File: src/rtl/booth_seq_mul.sv
module booth_seq_mul #(
  parameter int N = 8
) (
  input  logic           clk,
  input  logic           rst_n,
  input  logic           start,
  input  logic [N-1:0]   x,
  input  logic [N-1:0]   y,
  output logic [2*N-1:0] product,
  output logic           done
);
  localparam int W     = 2 * N;
  localparam int STEPS = N / 2;
  localparam int CW    = (STEPS > 1) ? $clog2(STEPS) : 1;

  logic          busy;
  logic [CW-1:0] step;
  logic [W-1:0]  mc;
  logic [N:0]    yr;
  logic [W-1:0]  acc;
  logic [W-1:0]  pick;
  logic          neg;
  logic [W-1:0]  sum;
  logic          last;
  logic          accept;

  assign accept = start && !busy;
  assign last   = (step == CW'(STEPS - 1));

  always_comb begin
    pick = '0;
    neg  = 1'b0;
    unique case (yr[2:0])
      3'b001, 3'b010: pick = mc;
      3'b011:         pick = mc << 1;
      3'b100: begin   pick = mc << 1; neg = 1'b1; end
      3'b101, 3'b110: begin pick = mc; neg = 1'b1; end
      default: ;
    endcase
  end

  assign sum     = acc + (neg ? ~pick : pick) + W'(neg);
  assign product = acc;

  always_ff @(posedge clk or negedge rst_n) begin
    if (!rst_n) begin
      busy <= 1'b0;
      step <= '0;
      mc   <= '0;
      yr   <= '0;
      acc  <= '0;
      done <= 1'b0;
    end else begin
      done <= 1'b0;
      if (accept) begin
        busy <= 1'b1;
        step <= '0;
        mc   <= {{N{x[N-1]}}, x};
        yr   <= {y, 1'b0};
        acc  <= '0;
      end else if (busy) begin
        acc  <= sum;
        mc   <= mc << 2;
        yr   <= {{2{yr[N]}}, yr[N:2]};
        step <= step + CW'(1);
        if (last) begin
          busy <= 1'b0;
          done <= 1'b1;
        end
      end
    end
  end

  logic signed [N-1:0] xo, yo;
  logic signed [W-1:0] ref_p;
  always_ff @(posedge clk or negedge rst_n) begin
    if (!rst_n) begin
      xo <= '0;
      yo <= '0;
    end else if (accept) begin
      xo <= x;
      yo <= y;
    end
  end
  assign ref_p = W'(xo) * W'(yo);

  p_product_r1: assert property (@(posedge clk) disable iff (!rst_n)
    done |-> (product == ref_p));

  p_done_after_last_r2: assert property (@(posedge clk) disable iff (!rst_n)
    (busy && last) |=> (done && !busy));

  p_done_pulse_r3: assert property (@(posedge clk) disable iff (!rst_n)
    done |=> !done);

  p_start_ignored_r4: assert property (@(posedge clk) disable iff (!rst_n)
    (busy && start && !last) |=> (busy && step == $past(step) + CW'(1)));

  p_product_hold_r7: assert property (@(posedge clk) disable iff (!rst_n)
    (!busy && !start) |=> $stable(product));
endmodule

File: config.mk
export PLATFORM = sky130hd
export DESIGN_NAME = booth_seq_mul
export DESIGN_NICKNAME = d
export VERILOG_FILES = /design/src/rtl/booth_seq_mul.sv
export SDC_FILE = /design/constraint.sdc
export NUM_CORES = 1
export LEC_CHECK = 0
export BUFFER_PORTS_ARGS = -buffer_cell sky130_fd_sc_hd__buf_2
export CELL_PAD_IN_SITES_DETAIL_PLACEMENT = 1
export CELL_PAD_IN_SITES_GLOBAL_PLACEMENT = 1
export CORE_ASPECT_RATIO = 0.5
export CORE_MARGIN = 8
export CORE_UTILIZATION = 45
export CTS_CLUSTER_DIAMETER = 120
export DETAILED_ROUTE_END_ITERATION = 10
export PLACE_DENSITY = 0.83
export SLEW_MARGIN = 5
export SYNTH_ARGS = -nofsm -noshare
export SYNTH_HDL_FRONTEND = slang
export SYNTH_SLANG_ARGS = --single-unit
File: constraint.sdc
create_clock -name clk -period 4 [get_ports clk]
set_clock_uncertainty 0.1 [all_clocks]
set_input_delay 0.8 -clock clk [delete_from_list [all_inputs] [get_ports clk]]
set_output_delay 0.8 -clock clk [all_outputs]
set_load 0.03 [all_outputs]
==> metrics.txt <==
Vias/cell=5.87; # nets final=approximately 370; Synth Net Count=roughly 350; Yosys Warn Count=0; CTS root buffer=clkbuf_16; Die X=roughly 130 um; diode count=0; clock sink total=45; Worst-path clk slew=about 0.06 ns; crit-path cells=inv_1, ha_1, mux2_2, a22oi_1, xnor2_1, ha_1, a211o_1, a2111oi_0, nor3_1, a41oi_4, nor4b_1, a311o_1; DR pass1 iterations=4; vias in the first global route=2599; post-CTS setup buffer count=0; largest net degree at the start of global routing=46; number of buffers added on ports=35; endpoints failing setup=0; CP dominant cell by count=ha_1; Setup TNS Final=0 ns; FF-to-FF Start=yr[0]; Post-Route Utilization=53.2%; Worst R2R End=product[15]; WP data arrival=between 3 and 4 ns; Syn Inst Count=between 300 and 400; Largest stage delay, worst path=just over 0.4 ns; final hold viol count=0; hold slack=roughly 0.40 ns; post-synthesis async set-or-reset flop share=100%; min Tclk post-route=approximately 3.6 ns; CTS Hold Bufs=0; vias post-DR=around 2500; CP Capture Type=register; Final HPWL DP=roughly 6000 um; most frequent cells in the layout=dfrtp_1, nand2_1, buf_2; area leader, netlist=dfrtp_1; DR WL/cell=around 19 um; unrepaired setup endpoints after global routing=false; max-cap violation count=0; antenna viol nets, final=0; Critical Path End=product[15]; die area=between 9000 and 10000 um^2; status=completed; part of the cycle the worst path needs=between 80% and 90%; Worst Path Max Fanout=15; drt drc=0; dpl cell area=roughly 3100 um^2; CTS resizes=0; synthesis-to-layout area growth=12.8%; Netlist cell types=46; Cell Area, Synth=2900 um^2; Initial DRC Count=147; hold path startpoint=step[0]; Max Fclk=278 MHz; sequential fraction of the synthesis area=roughly 39%; CP max-delay cell=dfrtp_1; TritonCTS buffer count=5; initial antenna violation count=0; Synth Area per Inst=approximately 9.5 um^2; leading cell type in the layout, fill and taps excluded=dfrtp_1; main area contributors after synthesis=dfrtp_1, ha_1, xnor2_1, nand2_1, o21ai_1; Worst Tran Pin Value=roughly 1.0 ns; WP data required=4.08 ns; CTS tree=yes; top-level I/O count=36; r2r worst-path depth=12; H-tree lvl count=2; num rows=20; worst hold path depth=1; sequential cell area=between 1000 and 1500 um^2; Max Slew Vio Count=0; layout cells sized above 1=between 10% and 20%; Most used DFF post-synth=dfrtp_1; Worst R2R Setup Slack=0.41 ns; critical path startpoint category=register; Hold Crit Class=register to register; DRT Wirelength=between 7000 and 8000 um; Slew HR=around a third; Die Y=roughly 73 um; footprint of the multi-input gates=1670 um^2; GR Util All Layers=about 18%; Critical path origin=yr[0]; Fillers=750; Placer Congestion=roughly 0.87; grt total ovfl=0; critical path type=register to register; EDFF count, synth=0; core area=between 6000 and 7000 um^2; FF+latch count, synth=45; CTS max path bufs=2; final instance area=3270 um^2; Synth top area share=between 30% and 40%; Skew-Pair Late Insertion Delay=between 0.2 and 0.3 ns; first-pass GRT wire length=approximately 13000 um; initial core utilization=approximately 47%
## worst max-delay path, delay by kind of cell, from the launching register on
family / cells / cell delay, ns
AND/OR/NAND/NOR: 2 / 0.25
buffers and inverters: 1 / 0.09
adder cells (fa/ha/maj): 2 / 0.56
flip-flops: 1 / 0.41
AO/OA/AOI/OAI: 5 / 1.50
XOR/XNOR: 1 / 0.19
multiplexers: 1 / 0.38
## sequential cells by signal, summed over array words and instances, names as in the netlist
name	cells
busy	1
done	1
mc	16
product	16
step	2
yr	9
## metrics by stage
| stage | setup slack (ns) | cells |
|---|---|---|
| after floorplan | 0.525 | 306 |
| final | 0.409 | 421 |
| after global routing | 0.126 | 421 |
| after detailed placement | 0.456 | 414 |
| after global placement | 0.642 | 414 |
| after CTS | 0.450 | 421 |
## area by class of cell
| type | count | share of cell area (%) |
|---|---|---|
| clock buffers | 5 | 3.82 |
| clock inverters | 2 | 0.497 |
| inverters | 5 | 0.573 |
| multi-input cells | 237 | 51.1 |
| flip-flops and latches | 45 | 34.4 |
| well taps | 88 | 3.36 |
| repair buffers | 39 | 6.27 |
## cell usage after synthesis, types with 4 or more instances
| cell type | count |
|---|---|
| clkbuf_1 | 10 |
| and3_1 | 4 |
| a22o_1 | 5 |
| nor2_1 | 9 |
| xor2_1 | 7 |
| o21ai_1 | 31 |
| a22oi_1 | 16 |
| mux2i_1 | 15 |
| buf_1 | 4 |
| a21oi_1 | 20 |
| nand3_1 | 4 |
| xnor2_1 | 20 |
| nand2_1 | 42 |
| a21o_1 | 6 |
| ha_1 | 21 |
| dfrtp_1 | 45 |
## worst min path at each step
stage	endpoint	slack, ns
6_report	step[0]	0.40
3_5_place_dp	step[0]	0.38
5_1_grt	step[0]	0.43
2_1_floorplan	step[0]	0.34
4_1_cts	step[0]	0.40
3_3_place_gp	step[0]	0.36
## per-layer routing
layer | GRT usage, % | part of all wire, % | vias to the layer above
met2 | 29.1 | 45 | 64
met5 | 0 | 0 | -
met1 | 23.3 | 48 | 1234
li1 | - | - | 1161
met4 | 6.12 | 1.6 | 0
met3 | 3.86 | 4.6 | 12
## cell families after synthesis
| group | count (synthesis) | synth area share (%) |
|---|---|---|
| compound gates | 101 | 23.4 |
| xor+xnor | 27 | 8.14 |
| mux | 16 | 5.56 |
| fa+ha+maj | 22 | 9.74 |
| flops | 45 | 38.8 |
| simple gates | 71 | 10.7 |
| buf+inv | 24 | 3.62 |
Power is not shown: default switching activity piles up to over one toggle a cycle in this logic, so the estimate is an artifact.
